==> src/rtl/rsn_pkg.sv <==
package rsn_pkg;

    localparam int IN_W      = 16;
    localparam int OUT_W     = 8;
    localparam int DEF_LANES = 8;
    localparam int MAX_SHIFT = OUT_W;
    localparam int SHIFT_W   = $clog2(2 * MAX_SHIFT);

    typedef logic [IN_W-1:0]    elem_in_t;
    typedef logic [OUT_W-1:0]   elem_out_t;
    typedef logic [IN_W:0]      wide_t;
    typedef logic [SHIFT_W-1:0] shamt_t;

    // Decoded shift control shared by all lanes
    typedef struct packed {
        shamt_t amt;
        wide_t  rnd;
    } shift_ctl_t;

    function automatic shamt_t clamp_shift(input shamt_t raw);
        if (raw > shamt_t'(MAX_SHIFT))
            return shamt_t'(MAX_SHIFT);
        return raw;
    endfunction

endpackage

==> src/rtl/rsn_shamt_dec.sv <==
module rsn_shamt_dec
    import rsn_pkg::*;
(
    input  shamt_t     raw,
    output shift_ctl_t ctl
);

    always_comb begin
        ctl.amt = clamp_shift(raw);
        ctl.rnd = '0;
        if (ctl.amt != '0)
            ctl.rnd = wide_t'(1) << (ctl.amt - shamt_t'(1));
    end

endmodule

==> src/rtl/rsn_lane.sv <==
module rsn_lane
    import rsn_pkg::*;
(
    input  elem_in_t   din,
    input  shift_ctl_t ctl,
    output elem_out_t  dout
);

    wide_t sum;
    wide_t shifted;

    always_comb begin
        sum     = {1'b0, din} + ctl.rnd;
        shifted = sum >> ctl.amt;
        dout    = shifted[OUT_W-1:0];
    end

endmodule

==> src/rtl/rsn_pack.sv <==
module rsn_pack
    import rsn_pkg::*;
#(
    parameter int LANES = DEF_LANES
) (
    input  logic [LANES*IN_W-1:0]    src_lo,
    input  logic [LANES*IN_W-1:0]    src_hi,
    input  shift_ctl_t               ctl,
    output logic [2*LANES*OUT_W-1:0] packed_o
);

    localparam int TOTAL = 2 * LANES;

    for (genvar g = 0; g < TOTAL; g++) begin : g_lane
        elem_in_t  sel;
        elem_out_t res;

        if (g < LANES) begin : g_lo
            assign sel = src_lo[g*IN_W +: IN_W];
        end else begin : g_hi
            assign sel = src_hi[(g-LANES)*IN_W +: IN_W];
        end

        rsn_lane lane_i (
            .din  (sel),
            .ctl  (ctl),
            .dout (res)
        );

        assign packed_o[g*OUT_W +: OUT_W] = res;
    end

endmodule

==> src/rtl/rsn_packer.sv <==
module rsn_packer
    import rsn_pkg::*;
#(
    parameter int LANES = DEF_LANES
) (
    input  logic                     clk,
    input  logic                     rst,
    input  logic                     in_valid,
    input  logic [LANES*IN_W-1:0]    src_lo,
    input  logic [LANES*IN_W-1:0]    src_hi,
    input  logic [SHIFT_W-1:0]       shamt,
    output logic                     out_valid,
    output logic [2*LANES*OUT_W-1:0] out_data
);

    localparam int RES_W = 2 * LANES * OUT_W;

    shift_ctl_t       ctl;
    logic [RES_W-1:0] packed_w;

    rsn_shamt_dec dec_i (
        .raw (shamt),
        .ctl (ctl)
    );

    rsn_pack #(.LANES(LANES)) pack_i (
        .src_lo   (src_lo),
        .src_hi   (src_hi),
        .ctl      (ctl),
        .packed_o (packed_w)
    );

    always_ff @(posedge clk) begin
        if (rst) begin
            out_valid <= 1'b0;
            out_data  <= '0;
        end else begin
            out_valid <= in_valid;
            if (in_valid)
                out_data <= packed_w;
        end
    end

endmodule

==> config.mk <==
export PLATFORM = sky130hd
export DESIGN_NAME = rsn_packer
export DESIGN_NICKNAME = d
export VERILOG_FILES = /design/src/rtl/rsn_pkg.sv /design/src/rtl/rsn_shamt_dec.sv /design/src/rtl/rsn_lane.sv /design/src/rtl/rsn_pack.sv /design/src/rtl/rsn_packer.sv
export SDC_FILE = /design/constraint.sdc
export NUM_CORES = 1
export LEC_CHECK = 0
export BUFFER_PORTS_ARGS = -buffer_cell sky130_fd_sc_hd__clkbuf_2
export CAP_MARGIN = 25
export CELL_PAD_IN_SITES_DETAIL_PLACEMENT = 0
export CELL_PAD_IN_SITES_GLOBAL_PLACEMENT = 1
export CORE_MARGIN = 2
export CORE_UTILIZATION = 35
export CTS_CLUSTER_DIAMETER = 50
export DETAILED_ROUTE_END_ITERATION = 7
export PLACE_DENSITY_LB_ADDON = 0.1
export SLEW_MARGIN = 20
export SYNTH_ARGS = -nofsm -noshare
export SYNTH_HDL_FRONTEND = slang
export SYNTH_SLANG_ARGS = --single-unit
==> constraint.sdc <==
create_clock -name clk -period 4.97 [get_ports clk]
set_input_delay 0.497 -clock clk [delete_from_list [all_inputs] [get_ports clk]]
set_output_delay 0.497 -clock clk [all_outputs]
set_load 0.01 [all_outputs]
* Word level (Yosys, flattened, before mapping)
Index checks and enable logic that the tools add are counted.
** Storage, ports and cells
- Bits in writable memories :: 0
- Bits in read-only memories :: 0
- Flip-flop bits (word level) :: 129
- Input port bits :: 263
- Memories kept :: 0
- Bits in latches :: 0
** Operators by class
- Shifts and indexed selects :: 17
- Bitwise operators :: 0
- Divide/modulo/power cells :: 0
- Reductions and logical operators :: 1
- Multiply operators :: 0
- $lt $le $gt $ge :: 1
- Multiplexer cells :: 4
- $add $sub $neg :: 17
- Equal/unequal tests :: 0
** Operators by type and width (count)
- 16-bit by 17-bit adder with 17-bit output :: 16
- 17-bit by 4-bit right shift with 8-bit output :: 16
- 17-bit 2-to-1 mux :: 1
- 1-bit by 4-bit left shift with 17-bit output (first input constant) :: 1
- 4-bit 2-to-1 mux :: 2
- 4-bit greater-than comparator (second input constant) :: 1
- 4-bit nonzero test :: 1
- 4-bit by 1-bit subtractor with 4-bit output (second input constant) :: 1
- 1-bit 2-to-1 mux :: 1

* Longest topological paths before layout
- Depth after elaboration :: 8
- Mapped depth :: 21

* Cells and area by module
A second synthesis with hierarchy kept.
** Unflattened totals
- Cell total of the unflattened synthesis :: 4283
- Area, all modules :: 32192.1 µm²
** By module, submodules not included
- rsn_lane (pack_i.g_lane[1].lane_i ...) :: times used 9, cells each 240, area each 1691.6 µm², sequential area each 0.0 µm²
- rsn_lane (pack_i.g_lane[0].lane_i ...) :: times used 5, cells each 242, area each 1749.2 µm², sequential area each 0.0 µm²
- rsn_packer :: times used 1, cells each 415, area each 4667.0 µm², sequential area each 2582.5 µm²
- rsn_lane (pack_i.g_lane[11].lane_i) :: times used 1, cells each 242, area each 1779.2 µm², sequential area each 0.0 µm²
- rsn_lane (pack_i.g_lane[10].lane_i) :: times used 1, cells each 233, area each 1595.3 µm², sequential area each 0.0 µm²
- rsn_shamt_dec :: times used 1, cells each 23, area each 180.2 µm², sequential area each 0.0 µm²

* Least setup slack after synthesis
No wires, ideal clock.
- Path kind :: in2reg
- Start :: input shamt[3]
- End :: register out_data[124]
- Stages :: 20
- Buffers on the path :: 6
- Data arrival time :: 5.229 ns
- Path slack :: -0.333 ns
- Path through :: buf_4 nor2b_1 clkbuf_1 clkbuf_1 clkbuf_1 buf_1 nand2_1 clkbuf_1 nor2_1 ha_1 o21ai_1 a2bb2o_4 a211o_1 and2_1 maj3_2 xor2_1 or3_1 a41o_1 o31a_1 nor3_2
** On the way
- Cells in the longest elaborated chain, start to end :: 8
- Elaborated cells on any way between the ends :: 9
- Classes of those cells :: add/sub: 2; order compare: 1; shift: 2; mux: 3; reduce/logical: 1
** RTL lines
- from (decl) :: line rsn_packer.sv:11 : input logic [SHIFT_W-1:0] shamt,
- 4-bit greater-than comparator :: line rsn_pkg.sv:21 : if (raw > shamt_t'(MAX_SHIFT))
- 1-bit 2-to-1 mux :: line rsn_pkg.sv:21
- 4-bit 2-to-1 mux (*) :: line rsn_pkg.sv:23 : return raw;
- 4-bit by 1-bit subtractor with 4-bit output :: line rsn_shamt_dec.sv:12 : ctl.rnd = wide_t'(1) << (ctl.amt - shamt_t'(1));
- 1-bit by 4-bit left shift with 17-bit output :: line rsn_shamt_dec.sv:12
- 17-bit 2-to-1 mux :: line rsn_shamt_dec.sv:11 : if (ctl.amt != '0)
- 16-bit by 17-bit adder with 17-bit output :: line rsn_lane.sv:13 : sum = {1'b0, din} + ctl.rnd;
- 17-bit by 4-bit right shift with 8-bit output (*) :: line rsn_lane.sv:14 : shifted = sum >> ctl.amt;
- to (signal assigned) :: line rsn_packer.sv:40 : out_data <= packed_w;
- to (decl) :: line rsn_packer.sv:13 : output logic [2*LANES*OUT_W-1:0] out_data
Mark *: on every way between the ends. The rest lies on a longest branch, timed or not.
A chain may end at the register's enable or synchronous reset.

* Worst setup path in the final report
- Start :: input shamt[1]
- End :: register out_data[94]
Same word-level chain as after synthesis.

==> run_results.csv <==
group,metric,value,unit
synth,synth_edf_count,0,
synth,syn_area_per_cell,6.94,sq um
power_and_ir_drop,p_per_area,202,nW/um^2
cts,cts_hold_buf,0,
timing,setup_slack,0.503,ns
cts,cts_resized,0,
cts,clkLatencyLatePin,0.50,ns
worst_setup_path,cp.required,5.32,ns
cts,postCtsSetupBuffers,0,
placement,gp_congestion,0.973,
cts,clock-root-buffer,"clkbuf_16",
drt,vias,28241,
timing,whs,0.413,ns
synth,syn_area,22000,sq um
synth,ys.flop_type,"dfxtp_1",
worst_setup_path,cp-end-kind,"flip-flop",
timing,rsz0062_at_grt,"no",
synth,synth-seq-cells,129,
synth,synth-seq-area-share,0.117,
final_layout,syn_to_final_growth,19.2,%
timing,layout_min_cycle_time,4.47,ns
worst_setup_path,worstSetupPathDepth,16,
cts,htree_num_levels,4,
floorplan,dieArea,64800,sq um
final_layout,fin_area,26200,sq um
global_route,grt_pass1_vias,27225,
timing,worst_pin_slew,1.14,ns
cts,clk_pin_slew,0.08,ns
floorplan,core_area,61900,sq um
global_route,grt_pass1_wl,181000,um
global_route,grt_util_all_layers,0.382,
timing,hold_viol_final,0,
synth,synth_top_area_share,0.117,
worst_setup_path,critPathMaxFanout,40,
status,outcome,"finished, final reports clean",
power_and_ir_drop,ir_drop,0.000207,V
cts,cts_tree,"done",
floorplan,start_util,0.355,
final_layout,drive_gt1_frac,0.193,
drt,drt-vias-per-instance,6.37,
min_path,hold_path.class,"input port to flip-flop",
worst_setup_path,path_cells,"buf_4 -> buf_4 -> buf_4 -> and3b_1 -> buf_4 -> a32oi_1 -> o21ai_0 -> nor3_1 -> a211oi_4 -> buf_4 -> a21o_1 -> nand2_1 -> xor2_1 -> o22ai_1 -> a211oi_1 -> a211oi_1",
cts,cts.sinks,129,
synth,synthCells,3170,
min_path,holdPathStages,2,
global_route,grt-ovfl-total,0,
worst_setup_path,critPathTopFamily,"compound AO/OA/AOI/OAI gates",
drt,drtIter0Drc,2785,
timing,setup_tns,0,ns
timing,max_freq,224,MHz
drt,drtAntennaViolNets,0,
synth,synth_area_leaders,"dfxtp_1 (12%), ha_1 (9.1%), a21oi_1 (6.5%)",
global_route,grt_max_degree,79,
synth,synthArstFlopShare,0,
worst_setup_path,max_stage_delay,0.45,ns
global_route,grt_antenna_before_repair,18,
worst_setup_path,path_class,"input port to flip-flop",
cts,cts_buffers,17,
drt,drcViolationCount,0,
timing,setup_viol,0,
cts,cts_buffer_depth,2,
timing,relSlewSlack,0.236,
final_layout,finish.net_count,3993,
drt,postRouteWirelength,128000,um
timing,maxSlewViolCount,0,
placement,dpl_cell_area,25600,sq um
worst_setup_path,crit_slowest_cell,"buf_4",
timing,fin_crit_sh,0.899,
timing,finalClockSkew,0,ns
drt,drt_pass1_iterations,8,
worst_setup_path,crit_arrival,4.82,ns
synth,synth_top_area_cell,"dfxtp_1",
floorplan,die_y,255,um
floorplan,io_pins,392,
placement,io_buffers,391,
worst_setup_path,critPathMostFrequentCell,"buf_4",
worst_setup_path,r2r_slack,3.78,ns
worst_setup_path,cp-start-kind,"input port",
placement,place_ws,0.193,ns
synth,synthDistinctLibCells,110,
drt,wl_per_cell,28.8,um
worst_setup_path,worstRegToRegCells,5,
worst_setup_path,path_buf_inv,5,
flow_run,drv_cap,0,
floorplan,core.rowCount,91,
synth,ys_warn_count,0,
placement,place_hpwl,96000,um
power_and_ir_drop,p_leak,11.2,nW
floorplan,die_x,255,um
-- per-stage QoR --
| step | utilization | cells | total power, W |
|---|---|---|---|
| floorplan | - | 3249 | 0.00282 |
| global placement | 0.413 | 4387 | 0.00388 |
| detailed placement | 0.413 | 4387 | 0.00390 |
| CTS | 0.422 | 4419 | 0.00522 |
| global route | 0.423 | 4429 | 0.00552 |
| finish | 0.423 | 4432 | 0.00528 |
-- registers in the layout, indices dropped and copies added, names as in the netlist --
name and cells:
out_valid 1, out_data 128
-- synth_stat cells (18+ instances only) --
master / instances
clkbuf_1: 166
buf_1: 34
a21oi_1: 285
o21a_1: 24
dfxtp_1: 129
a21o_1: 38
o21ai_1: 36
a311oi_1: 24
nor3_1: 72
nor2_1: 365
a221o_1: 18
ha_1: 160
mux2_2: 24
buf_2: 31
a22oi_1: 32
xnor2_1: 146
nand2b_1: 20
nand3_1: 42
a31oi_1: 54
xor2_1: 106
a221oi_1: 57
o211ai_1: 47
nand2_1: 329
a211o_1: 21
and2_1: 30
o22ai_1: 43
or3_1: 32
mux2i_1: 49
inv_1: 52
o221ai_1: 28
o31ai_1: 21
a211oi_1: 99
o21ai_0: 219
-- path summary, 6_finish.rpt --
kind | startpoint | endpoint
worst max-delay path | shamt[1] | out_data[94]
worst min-delay path | rst | out_data[71]
worst max register to register | out_data[95] | out_data[95]
worst min register to register | out_data[10] | out_data[10]
-- cell families after synthesis --
group | count (synthesis) | share of synthesized area
AOI/OAI and AO/OA | 1260 | 0.394
xor gates and xnor gates | 252 | 0.100
adders and majority gates | 171 | 0.0962
buffers and inverters | 293 | 0.0534
DFF | 129 | 0.117
muxes | 77 | 0.0377
other | 1 | 0.000171
and+or+nand+nor | 987 | 0.201
-- power by group --
part / internal (W) / switching [W] / total, W
Combinational: 0.000972 / 0.00174 / 0.00271
Clock: 0.000660 / 0.000668 / 0.00133
Sequential: 0.00113 / 0.000109 / 0.00124
Total: 0.00276 / 0.00252 / 0.00528
-- placed cells by master, fill, tap and decap left out, types with 43 or more instances in the layout --
cell type  netlist  routed
a31oi_1         54      54
mux2i_1         49      49
o22ai_1         43      43
inv_1           52      51
xor2_1         106     106
nor2_1         365     358
dfxtp_1        129     129
a221oi_1        57      57
nor3_1          72      72
ha_1           160     160
buf_4            3     144
xnor2_1        146     146
nand2_1        329     328
clkbuf_2         1     387
o211ai_1        47      47
o21ai_0        219     219
a21oi_1        285     285
conb_1           1      80
a211oi_1        99      99
-- per-layer routing --
| layer | track usage | wire [um] |
|---|---|---|
| met5 | 0 | 46 |
| met3 | 0.0665 | 9020 |
| met1 | 0.424 | 47800 |
| met4 | 0.290 | 10300 |
| met2 | 0.653 | 60600 |
-- final cells by class --
| type | instances | area, sq um |
|---|---|---|
| clock inverter | 15 | 138 |
| sequential | 129 | 2580 |
| clock buffer | 17 | 425 |
| inverter | 55 | 206 |
| timing repair buffer | 540 | 3180 |
| fill | 6641 | 35700 |
| multi-input combinational | 2827 | 18600 |
| antenna | 12 | 30.0 |
| tap | 837 | 1050 |
Note: power is estimated with default switching activity, not from simulation.
